## src/rtl/mdm_pkg.sv

```systemverilog
package mdm_pkg;
  typedef enum logic [1:0] {
    SEL_CFG  = 2'd0,
    SEL_ADDR = 2'd1,
    SEL_DATA = 2'd2,
    SEL_OP   = 2'd3
  } reg_sel_e;

  localparam int CFG_MDI_EN  = 0;
  localparam int CFG_MDI_INV = 1;
  localparam int CFG_PRE_EN  = 2;
  localparam int CFG_EXT     = 3;
  localparam int CFG_RSVD    = 4;
  localparam int CFG_DIV_LSB = 5;

  localparam int PRE_BITS   = 32;
  localparam int FRAME_BITS = 32;
  localparam int DATA_BITS  = 16;
  localparam int TA_BITS    = 2;
  localparam int BUSY_BIT   = 31;
endpackage

```

## src/rtl/mdm_clkgen.sv

```systemverilog
module mdm_clkgen #(
  parameter int DIVW = 8
) (
  input  logic            clk,
  input  logic            rst,
  input  logic            run,
  input  logic [DIVW-1:0] div,
  output logic            mdc,
  output logic            rise,
  output logic            fall
);
  logic [DIVW-1:0] cnt;
  logic            wrap;

  assign wrap = (cnt == div);
  assign rise = run && wrap && !mdc;
  assign fall = run && wrap && mdc;

  always_ff @(posedge clk) begin
    if (rst || !run) begin
      cnt <= '0;
      mdc <= 1'b0;
    end else if (wrap) begin
      cnt <= '0;
      mdc <= ~mdc;
    end else begin
      cnt <= cnt + 1'b1;
    end
  end
endmodule

```

## src/rtl/mdm_engine.sv

```systemverilog
module mdm_engine
  import mdm_pkg::*;
#(
  parameter int PREW = PRE_BITS,
  parameter int FRMW = FRAME_BITS,
  parameter int DATW = DATA_BITS
) (
  input  logic            clk,
  input  logic            rst,
  input  logic            start,
  input  logic            start_read,
  input  logic            pre_en,
  input  logic [FRMW-1:0] frame_word,
  input  logic            rise,
  input  logic            fall,
  input  logic            mdi_bit,
  output logic            busy,
  output logic            rd_op,
  output logic            done,
  output logic [DATW-1:0] rd_capt,
  output logic            mdio_o,
  output logic            mdio_oe
);
  localparam int SHW = PREW + FRMW;
  localparam int LW  = $clog2(SHW + 1);
  localparam logic [LW-1:0] LEFT_FULL  = LW'(SHW);
  localparam logic [LW-1:0] LEFT_SHORT = LW'(FRMW);
  localparam logic [LW-1:0] LEFT_DATA  = LW'(DATW);
  localparam logic [LW-1:0] LEFT_REL   = LW'(DATW + TA_BITS);

  logic [SHW-1:0] shreg;
  logic [LW-1:0]  left;

  always_ff @(posedge clk) begin
    if (rst) begin
      busy    <= 1'b0;
      rd_op   <= 1'b0;
      done    <= 1'b0;
      shreg   <= '0;
      left    <= '0;
      rd_capt <= '0;
    end else begin
      done <= 1'b0;
      if (start && !busy) begin
        busy  <= 1'b1;
        rd_op <= start_read;
        if (pre_en) begin
          shreg <= {{PREW{1'b1}}, frame_word};
          left  <= LEFT_FULL;
        end else begin
          shreg <= {frame_word, {PREW{1'b0}}};
          left  <= LEFT_SHORT;
        end
      end else if (busy) begin
        if (rise && rd_op && (left <= LEFT_DATA))
          rd_capt <= {rd_capt[DATW-2:0], mdi_bit};
        if (fall) begin
          if (left == LW'(1)) begin
            busy <= 1'b0;
            done <= 1'b1;
          end
          left  <= left - 1'b1;
          shreg <= {shreg[SHW-2:0], 1'b0};
        end
      end
    end
  end

  assign mdio_o  = shreg[SHW-1];
  assign mdio_oe = busy && !(rd_op && (left <= LEFT_REL));
endmodule

```

## src/rtl/mgmt_mdio_master.sv

```systemverilog
module mgmt_mdio_master
  import mdm_pkg::*;
#(
  parameter int DIVW = 8
) (
  input  logic        clk,
  input  logic        rst,
  input  logic        wr_en,
  input  logic [1:0]  wr_sel,
  input  logic [31:0] wr_data,
  input  logic [1:0]  rd_sel,
  output logic [31:0] rd_data,
  output logic        mdc,
  output logic        mdio_o,
  output logic        mdio_oe,
  input  logic        mdio_i
);
  localparam int CFGW = CFG_DIV_LSB + DIVW;
  localparam logic [CFGW-1:0] CFG_KEEP = ~({{(CFGW-1){1'b0}}, 1'b1} << CFG_RSVD);

  logic [CFGW-1:0]      cfg_q;
  logic [9:0]           addr_q;
  logic [DATA_BITS-1:0] data_q;
  logic [1:0]           op_q;

  logic                 busy, rd_op, done, rise, fall;
  logic [DATA_BITS-1:0] rd_capt;
  logic [FRAME_BITS-1:0] frame_word;
  logic                 cfg_ext, op_wr, op_legal, start, start_read, mdi_bit;
  logic [DIVW-1:0]      div_q;

  assign cfg_ext    = cfg_q[CFG_EXT];
  assign div_q      = cfg_q[CFGW-1:CFG_DIV_LSB];
  assign op_wr      = wr_en && (reg_sel_e'(wr_sel) == SEL_OP);
  assign op_legal   = cfg_ext || (wr_data[1:0] == 2'd1) || (wr_data[1:0] == 2'd2);
  assign start      = op_wr && !busy && op_legal;
  assign start_read = wr_data[1];
  assign mdi_bit    = cfg_q[CFG_MDI_EN] & (mdio_i ^ cfg_q[CFG_MDI_INV]);

  always_comb begin
    frame_word = {cfg_ext ? 2'b00 : 2'b01,
                  wr_data[1:0],
                  addr_q[9:5],
                  addr_q[4:0],
                  start_read ? 2'b11 : 2'b10,
                  start_read ? {DATA_BITS{1'b1}} : data_q};
  end

  always_ff @(posedge clk) begin
    if (rst) begin
      cfg_q  <= '0;
      addr_q <= '0;
      data_q <= '0;
      op_q   <= '0;
    end else begin
      if (wr_en) begin
        case (reg_sel_e'(wr_sel))
          SEL_CFG:  cfg_q  <= wr_data[CFGW-1:0] & CFG_KEEP;
          SEL_ADDR: addr_q <= wr_data[9:0];
          SEL_DATA: data_q <= wr_data[DATA_BITS-1:0];
          default:  ;
        endcase
      end
      if (start)
        op_q <= wr_data[1:0];
      if (done && rd_op)
        data_q <= rd_capt;
    end
  end

  always_ff @(posedge clk) begin
    if (rst) begin
      rd_data <= '0;
    end else begin
      case (reg_sel_e'(rd_sel))
        SEL_CFG:  rd_data <= 32'(cfg_q);
        SEL_ADDR: rd_data <= 32'(addr_q);
        SEL_DATA: rd_data <= 32'(data_q);
        default:  rd_data <= {busy, 29'd0, op_q};
      endcase
    end
  end

  mdm_clkgen #(.DIVW(DIVW)) u_clkgen (
    .clk  (clk),
    .rst  (rst),
    .run  (busy),
    .div  (div_q),
    .mdc  (mdc),
    .rise (rise),
    .fall (fall)
  );

  mdm_engine u_engine (
    .clk        (clk),
    .rst        (rst),
    .start      (start),
    .start_read (start_read),
    .pre_en     (cfg_q[CFG_PRE_EN]),
    .frame_word (frame_word),
    .rise       (rise),
    .fall       (fall),
    .mdi_bit    (mdi_bit),
    .busy       (busy),
    .rd_op      (rd_op),
    .done       (done),
    .rd_capt    (rd_capt),
    .mdio_o     (mdio_o),
    .mdio_oe    (mdio_oe)
  );
endmodule

```

## config.mk

```make
export PLATFORM = sky130hd
export DESIGN_NAME = mgmt_mdio_master
export DESIGN_NICKNAME = d
export VERILOG_FILES = /design/src/rtl/mdm_pkg.sv /design/src/rtl/mdm_clkgen.sv /design/src/rtl/mdm_engine.sv /design/src/rtl/mgmt_mdio_master.sv
export SDC_FILE = /design/constraint.sdc
export NUM_CORES = 1
export LEC_CHECK = 0
export CAP_MARGIN = 20
export CORE_ASPECT_RATIO = 1.4
export CORE_MARGIN = 4
export CORE_UTILIZATION = 50
export CTS_BUF_LIST = sky130_fd_sc_hd__clkbuf_4
export DETAILED_ROUTE_END_ITERATION = 8
export PLACE_DENSITY = 0.8
export RECOVER_POWER = 100
export SYNTH_ARGS = -nofsm -noshare
export SYNTH_HDL_FRONTEND = slang
export SYNTH_SLANG_ARGS = --single-unit
```

## constraint.sdc

```tcl
create_clock -name clk -period 3.2 [get_ports clk]
set_clock_uncertainty 0.1 [all_clocks]
set_input_delay 0.64 -clock clk [delete_from_list [all_inputs] [get_ports clk]]
set_output_delay 0.64 -clock clk [all_outputs]
set_load 0.1 [all_outputs]
```

======== Yosys cells after proc, flatten, opt, wreduce, memory -nomap -nowiden ========
Index checks and enable logic that the tools add are counted.
cells by class
  order comparisons ....................... 2
  reduce and logical (&&, ||, !) cells .... 31
  mux-type cells .......................... 20
  add/subtract/negate cells ............... 2
  bitwise operators ....................... 6
  eq/ne operators ......................... 9
operators by type and width
  cell                                                             count
  two-way mux 64 bit                                               4
  one-hot mux 32 bit (3 select lines)                              1
  two-way mux 16 bit                                               4
  two-way mux 7 bit                                                4
  less-or-equal comparator 7 x 5 -> 1 bit (second input constant)  2
  logical AND 1 bit                                                12
  adder 8 x 1 -> 8 bit (second input constant)                     1
  == test 2 bit (second input constant)                            4
  == test 8 bit                                                    1
  AND reduction 2 bit                                              4
  nonzero test 2 bit                                               4
  == test 7 x 1 -> 1 bit (second input constant)                   1
  two-way mux 1 bit                                                7
  subtractor 7 x 1 -> 7 bit (second input constant)                1
  == test 2 x 1 -> 1 bit (second input constant)                   3
  zero test 2 bit                                                  2
  NOT 1 bit                                                        4
  OR reduction 4 bit                                               1
  zero test 1 bit                                                  3
  logical OR 1 bit                                                 3
  AND reduction 3 bit                                              1
  OR reduction 2 bit                                               1
  AND 1 bit                                                        1
  XOR 1 bit                                                        1
storage, ports and cells
  logic and storage cells ................. 83
  flip-flop bits (word level) ............. 171

======== Logic depth before layout (Yosys ltp) ========
Gate-level depths: netlist (run 1).
  depth in word-level cells ............... 7
  gate-level depth with buffers ........... 9

======== Modules after synthesis ========
Synthesis (run 1) repeated with hierarchy kept, for this count alone.
second synthesis, totals
  cells, all modules ...................... 800
  area total of the unflattened synthesis .. 6,817.8 sq um
by module, submodules not included
  module            sequential area each (sq um)  area an instance (sq um)  cells an instance  instances
  mdm_engine        1,801.7                       3,756.1                   467                1
  mgmt_mdio_master  1,141.1                       2,591.2                   283                1
  mdm_clkgen        180.2                         470.5                     50                 1

======== Worst setup path before layout (run 1) ========
OpenSTA, ideal clock, no wires.
  kind .................................... flip-flop to output port
  start point ............................. reg u_engine.left[0]
  end point ............................... out mdio_oe
  data required time ...................... 2,460 ps
  data arrival time ....................... 2,511 ps
  cell stages (with the launch flop) ...... 6
  setup slack ............................. -51 ps
  path buffers ............................ 0
  path through ............................ dfxtp_1 inv_1 ha_1 o21ai_0 nand2_1 a31oi_1
on the way
  word-level cells in the longest chain between the ends .. 4
ends and longest elaborated chain
  what                                     RTL line                RTL
  from (decl)                              mdm_engine.sv:32        logic [LW-1:0] left;
  from (signal assigned)                   mdm_engine.sv:62        left <= left - 1'b1;
  less-or-equal comparator 7 x 5 -> 1 bit  mdm_engine.sv:70        assign mdio_oe = busy && !(rd_op && (left <= LEFT_REL));
  logical AND 1 bit                        mdm_engine.sv:70
  zero test 1 bit                          mdm_engine.sv:70
  logical AND 1 bit                        mdm_engine.sv:70
  to (decl)                                mgmt_mdio_master.sv:15  output logic mdio_oe,
No other way between the ends.

======== Final worst setup path (run 1) ========
Ends and elaborated chain as after synthesis.

==> results.md, run 1 <==
- Status: finished, violations left
- Violated checks: max-capacitance violations, max-slew violations
- Dpl hpwl: 11.7 mm
- Met1 Usage GRT: 25.9%
- Routed WL per cell: 16.9 µm
- Final hold vios: 0
- Area growth syn-to-layout: 9.49%
- Worst Hold Class: flop to flop
- Drc violations: 0
- Maxcap violations: 1
- Post-cts sizing count: 0
- Met2 GRT Util: 38.3%
- Die ar.: 0.0155 mm²
- Clock transition at path regs: 0.12 ns
- GPL Wtd Cong: 0.857
- Synth Register Bits: 156
- CP Data Required Time: 2.46 ns
- EDFF count, synth: 0
- Hold Buf Count CTS: 0
- Top cells by area in the synthesized netlist: dfxtp_1, mux2i_1, nor2_1
- ANT nets after route: 0
- Fillers: 1238
- Final setup margin: 0.451 ns
- Top cell type's share of synthesized area: 46.2%
- Post-synthesis sequential area ratio: 46.2%
- Nets: 870
- CP endpoint: mdio_oe
- Initial antenna violation count: 0
- CTS tree: yes
- Worst Reg-to-Reg Cells: 6
- Reg area: 0.00312 mm²
- Ant diodes: 0
- Final setup vio count: 0
- Data arrival time of the critical path: 2.01 ns
- CP startpoint: u_engine.left[0]
- Dominant cell type by area after synthesis: dfxtp_1
- Cell area after synthesis: 0.00676 mm²
- Core ar.: 0.0133 mm²
- Vias per cell: 5.69
- Post-synthesis cell count: 810
- Clock root cell: clkbuf_4
- VDD IR max: 0.350 mV
- Worst slew pin tran: 2.03 ns
- Total gr overflow: 0
- Setup crit start kind: flop
- RR Endpoint: u_engine.shreg[51]
- Tot GR Track Use: 22.2%
- DIE WIDTH: 106 µm
- Final setup TNS: 0 ns
- Initial Util: 50.7%
- TritonRoute pass-1 iters: 5
- Crit Path Category: flop to output port
- First-pass GRT wire length: 27.6 mm
- CTS max path bufs: 2
- FF-to-FF setup slack: 0.61 ns
- Initial DRC Count: 374
- Share of cells above drive strength 1: 7.05%
- Gr busiest metal: met2
- Worst-Skew Late Latency: 0.55 ns
- Max Slew Vio Count: 100
- Met3 Resource Use GR: 4.48%
- Max_slew headroom: -35.2%
- R2r startpoint: u_clkgen.cnt[2]
- Critical Path Fanout Max: 6
- Distinct cells, synth: 46
- Reported leakage power: 0.00295 µW
- Largest net degree at the start of global routing: 100
- Area of the multi-input gates: 0.00329 mm²
- Setup bufs post-CTS: 0
- Port Buffers: 43
- Cell Pwr Density: 492 mW/mm²
- Clk sinks: 156
- Dominant synthesized flop cell: dfxtp_1
- Num CTS Buffers: 17
- Fmax: 0.364 GHz
- Syn avg cell area: 8.35 µm²
- # rows: 50
- Final Critical Period: 2.75 ns
- Place WS: 0.333 ns
- Crit path capture type: output port
- Via count: 5796
- Num ports: 75
- Die Span Y: 146 µm
- Max H-tree Level: 4
- Final Cycle Share: 85.9%
- FFs w/ async S/R, synth: 0%
- Routed wire length: 17.2 mm
- Ys Warns: 0
- Unrepaired setup endpoints after global routing: no
- Number of global-route vias before repair: 5502
[cell usage after synthesis (7+ instances only)]
library cell    n
dfxtp_1       156
nor2_1        125
nand2_1       107
nor3_1         69
mux2i_1        56
clkbuf_1       49
nor4_1         30
a21oi_1        27
nand3_1        26
o21ai_0        21
xor2_1         17
a311oi_1       16
buf_4          15
a31oi_1        13
buf_2           9
a211oi_1        8
buf_1           7
[cell families after synthesis]
| kind of cell | after synthesis | share of synthesized area [%] |
|---|---|---|
| compound gates | 96 | 9.10 |
| xor+xnor | 19 | 2.46 |
| fa+ha+maj | 4 | 0.740 |
| buf+inv | 88 | 6.00 |
| flops | 156 | 46.2 |
| mux | 58 | 8.96 |
| other cells | 1 | 0.0555 |
| simple gates | 388 | 26.5 |
[metrics by stage]
step | std cells | hold slack (ns) | util [%] | cell area (µm²) | power (µW)
6_report | 1019 | 0.368 | 55.6 | 7400 | 3640
5_1_grt | 1019 | 0.398 | 55.6 | 7400 | 3770
4_1_cts | 1019 | 0.369 | 56.4 | 7520 | 3660
3_5_place_dp | 989 | 0.353 | 54.4 | 7250 | 2520
3_3_place_gp | 989 | 0.335 | 54.4 | 7250 | 2510
2_1_floorplan | 824 | 0.332 | - | 6820 | 2410
[layer usage]
layer  wire (µm)  up-vias
met3         881       46
li1            -     2812
met2        8640      198
met1        7050     2740
met5           0        -
met4         665        0
[how the worst min path moves through the flow]
stage,to,start,cells after the start,slack (ns)
finish,u_engine.shreg[31],u_engine.shreg[30],2,0.37
global route,u_engine.shreg[6],u_engine.shreg[5],2,0.40
CTS,u_engine.shreg[6],u_engine.shreg[5],2,0.37
detailed placement,u_engine.shreg[31],u_engine.shreg[30],2,0.35
global placement,u_engine.shreg[31],u_engine.shreg[30],2,0.34
floorplan,u_engine.shreg[31],u_engine.shreg[30],2,0.33
[state kept, by name, indices dropped and copies added (netlist names)]
name / count
u_clkgen.mdc: 1
u_engine.left: 7
u_engine.rd_op: 1
data_q: 16
addr_q: 10
u_engine.busy: 1
u_engine.rd_capt: 16
u_clkgen.cnt: 8
rd_data: 17
op_q: 2
u_engine.done: 1
u_engine.shreg: 64
cfg_q: 12
[cell usage in the layout, fill, tap and decap left out, drive strengths merged, types with 2 or more instances in the layout]
cell type and instances:
clkinvlp 3, a211oi 8, and3 6, xnor2 2
mux2i 56, nor2 125, xor2 17, nand3b 3
and2 4, o221a 2, bufinv 2, clkbuf 43
dlygate4sd3 2, conb 15, inv 9, dfxtp 156
a311oi 16, or3 4, nor4 33, a31oi 13
mux4 2, nand3 26, nand2 108, ha 4
nand4 2, o21ai 22, nor3 69, clkdlybuf4s50 20
buf 16, clkinv 6, a21oi 27, o41ai 2
nor3b 2, or4b 2
[layout make-up]
type / instances / share of cell area (%)
Multi-Input combinational cell: 580 / 44.4
Clock inverter: 13 / 1.94
Inverter: 7 / 0.355
Timing Repair Buffer: 64 / 6.30
Tap cell: 182 / 3.08
Sequential cell: 156 / 42.2
Clock buffer: 17 / 1.72
[report_power, final]
| part | switching (µW) | leakage, µW | internal [µW] |
|---|---|---|---|
| clock | 709 | 0.000138 | 460 |
| sequential | 57.8 | 0.00127 | 2000 |
| combinational | 287 | 0.00154 | 123 |
| total | 1050 | 0.00295 | 2590 |
[worst max-delay path: stages (launching register included)]
cell     delay, ns
dfxtp_1       0.46
inv_1         0.10
ha_1          0.20
o21ai_0       0.15
nand2_1       0.09
a31oi_2       0.16
buf_4         0.31
(Power assumes the default switching activity.)
==> run 2: changes to the inputs <==
--- a/config.mk
+++ b/config.mk
@@ -5,7 +5,6 @@
 export SDC_FILE = /design/constraint.sdc
 export NUM_CORES = 1
 export LEC_CHECK = 0
-export CAP_MARGIN = 20
 export CORE_ASPECT_RATIO = 1.4
 export CORE_MARGIN = 4
 export CORE_UTILIZATION = 50
==> results of run 2 <==
The final DEF is identical to that of run 1; final timing and power are the same.
==> run 3: changes to the inputs <==
--- a/config.mk
+++ b/config.mk
@@ -7,10 +7,10 @@
 export LEC_CHECK = 0
 export CORE_ASPECT_RATIO = 1.4
 export CORE_MARGIN = 4
-export CORE_UTILIZATION = 50
+export CORE_UTILIZATION = 25
 export CTS_BUF_LIST = sky130_fd_sc_hd__clkbuf_4
 export DETAILED_ROUTE_END_ITERATION = 8
-export PLACE_DENSITY = 0.8
+export PLACE_DENSITY = 0.5
 export RECOVER_POWER = 100
 export SYNTH_ARGS = -nofsm -noshare
 export SYNTH_HDL_FRONTEND = slang
==> run 3 against run 2 <==
The flow now finishes without violations. Final area up 3.7%. Via count down 2.2%. Global-route usage down 8.8 points. Maximum frequency down 7.7%. Combinational power up 3%. Die area up 92%. Worst setup slack worse by 0.23 ns.
==> results.md, run 3 (synthesized netlist as in run 1, its figures left out) <==
- CTS tree: yes
- CP Data Required Time: 3.58 ns
- ANT nets after route: 0
- Worst Reg-to-Reg Cells: 6
- Final setup TNS: 0 ns
- Reported leakage power: 0.00298 µW
- Data arrival time of the critical path: 3.36 ns
- Fmax: 0.336 GHz
- Number of flip-flops in the largest register: 64
- Area growth syn-to-layout: 13.6%
- Vias per cell: 4.67
- Final Critical Period: 2.98 ns
- First-pass GRT wire length: 31.7 mm
- Num ports: 75
- Initial Util: 25.3%
- Crit path capture type: flop
- VDD IR max: 0.263 mV
- Hold path depth: 2
- Setup crit start kind: input port
- Crit-path slowest cell: clkbuf_1
- Max H-tree Level: 4
- Nets: 880
- Final hold vios: 0
- Final Cycle Share: 93.1%
- CTS max path bufs: 2
- Via count: 5671
- Status: finished clean
- GPL Wtd Cong: 0.756
- DIE WIDTH: 147 µm
- Clk sinks: 156
- Largest net degree at the start of global routing: 58
- Maxcap violations: 0
- Top reg by flops: u_engine.shreg
- Setup bufs post-CTS: 0
- Worst-Skew Late Latency: 0.56 ns
- Commonest cells after routing, fill and taps aside: dfxtp_1, nor2_1, nand2_1, nor3_1, mux2i_1
- Cell Pwr Density: 465 mW/mm²
- Total gr overflow: 0
- Final setup vio count: 0
- Commonest non-fill, non-tap cell in the layout: dfxtp_1
- Critical Path Fanout Max: 21
- Routed wire length: 19.6 mm
- Hold Buf Count CTS: 0
- Post-Layout Cell Count: 1215
- # rows: 71
- Number of global-route vias before repair: 5633
- Top flop regs: u_engine.shreg: 64 flops, rd_data: 17 flops
- Clock root cell: clkbuf_4
- TritonRoute pass-1 iters: 6
- Final setup margin: 0.222 ns
- Num CTS Buffers: 17
- Crit Path Category: input port to flop
- Share of cells above drive strength 1: 7.54%
- Crit-path cells: dlygate4sd3_1 > nand4b_1 > o21ba_1 > clkbuf_1 > nor4_1 > buf_12 > mux2i_1
- Unrepaired setup endpoints after global routing: no
- Routed WL per cell: 16.2 µm
- Drc violations: 0
- Worst Hold Class: flop to flop
- Clock transition at path regs: 0.15 ns
- Initial antenna violation count: 1
- Post-cts sizing count: 0
- Dpl hpwl: 13.8 mm
- Max Slew Vio Count: 0
- Tot GR Track Use: 13.4%
- Die Span Y: 203 µm
- Max_slew headroom: 16.8%
- Core ar.: 0.0267 mm²
- Port Buffers: 43
- Initial DRC Count: 322
- DP Cell Count: 1182
- Place WS: 0.259 ns
- Max stage delay on crit path: 0.74 ns
- Die ar.: 0.0298 mm²
- Worst slew pin tran: 1.25 ns
==> run 3: final cells by class <==
type / count / area [µm²]
clock inverters: 15 / 114
multi-input cells: 580 / 3270
inverters: 7 / 26.3
well taps: 365 / 457
clock buffers: 17 / 128
fillers: 2916 / 19100
repair buffers: 74 / 556
diodes: 1 / 2.50
flip-flops and latches: 156 / 3120
==> run 3: through the flow <==
stage / utilization (%) / instance area, µm² / hold slack [ns] / total power, µW
floorplan: - / 6820 / 0.332 / 2410
global placement: 28.3 / 7580 / 0.346 / 2530
detailed placement: 28.3 / 7580 / 0.350 / 2530
CTS: 29.2 / 7820 / 0.367 / 3640
global route: 28.7 / 7680 / 0.374 / 3730
finish: 28.7 / 7680 / 0.360 / 3570
==> run 3: metal layers <==
layer  GRT usage [%]  part of all wire, %  wire length (µm)  vias to the layer above
met5               0                    0                 0                        -
met4            6.00                  3.6               698                        0
met3            1.74                  2.3               447                       27
met2            24.4                   52             10200                      109
met1            15.4                   42              8250                     2698
li1                -                    -                 -                     2837
==> run 3: path summary, 6_finish.rpt <==
check / from / endpoint / slack [ns]
max: wr_sel[1] / u_engine.rd_capt[3] / 0.22
min: u_engine.shreg[30] / u_engine.shreg[31] / 0.36
max reg2reg: cfg_q[7] / u_engine.shreg[51] / 0.41
min reg2reg: u_engine.shreg[30] / u_engine.shreg[31] / 0.36
==> run 3: critical path: cells and delay by family <==
family / cells / cell delay (ns)
simple gates: 2 / 0.46
buf+inv: 3 / 1.55
mux: 1 / 0.17
compound gates: 1 / 0.52
==> run 3: where the power goes <==
part           internal (µW)  switching [µW]  total (µW)
Sequential              2000            48.7        2050
Combinational            126             296         422
Clock                    318             777        1090
Total                   2450            1120        3570
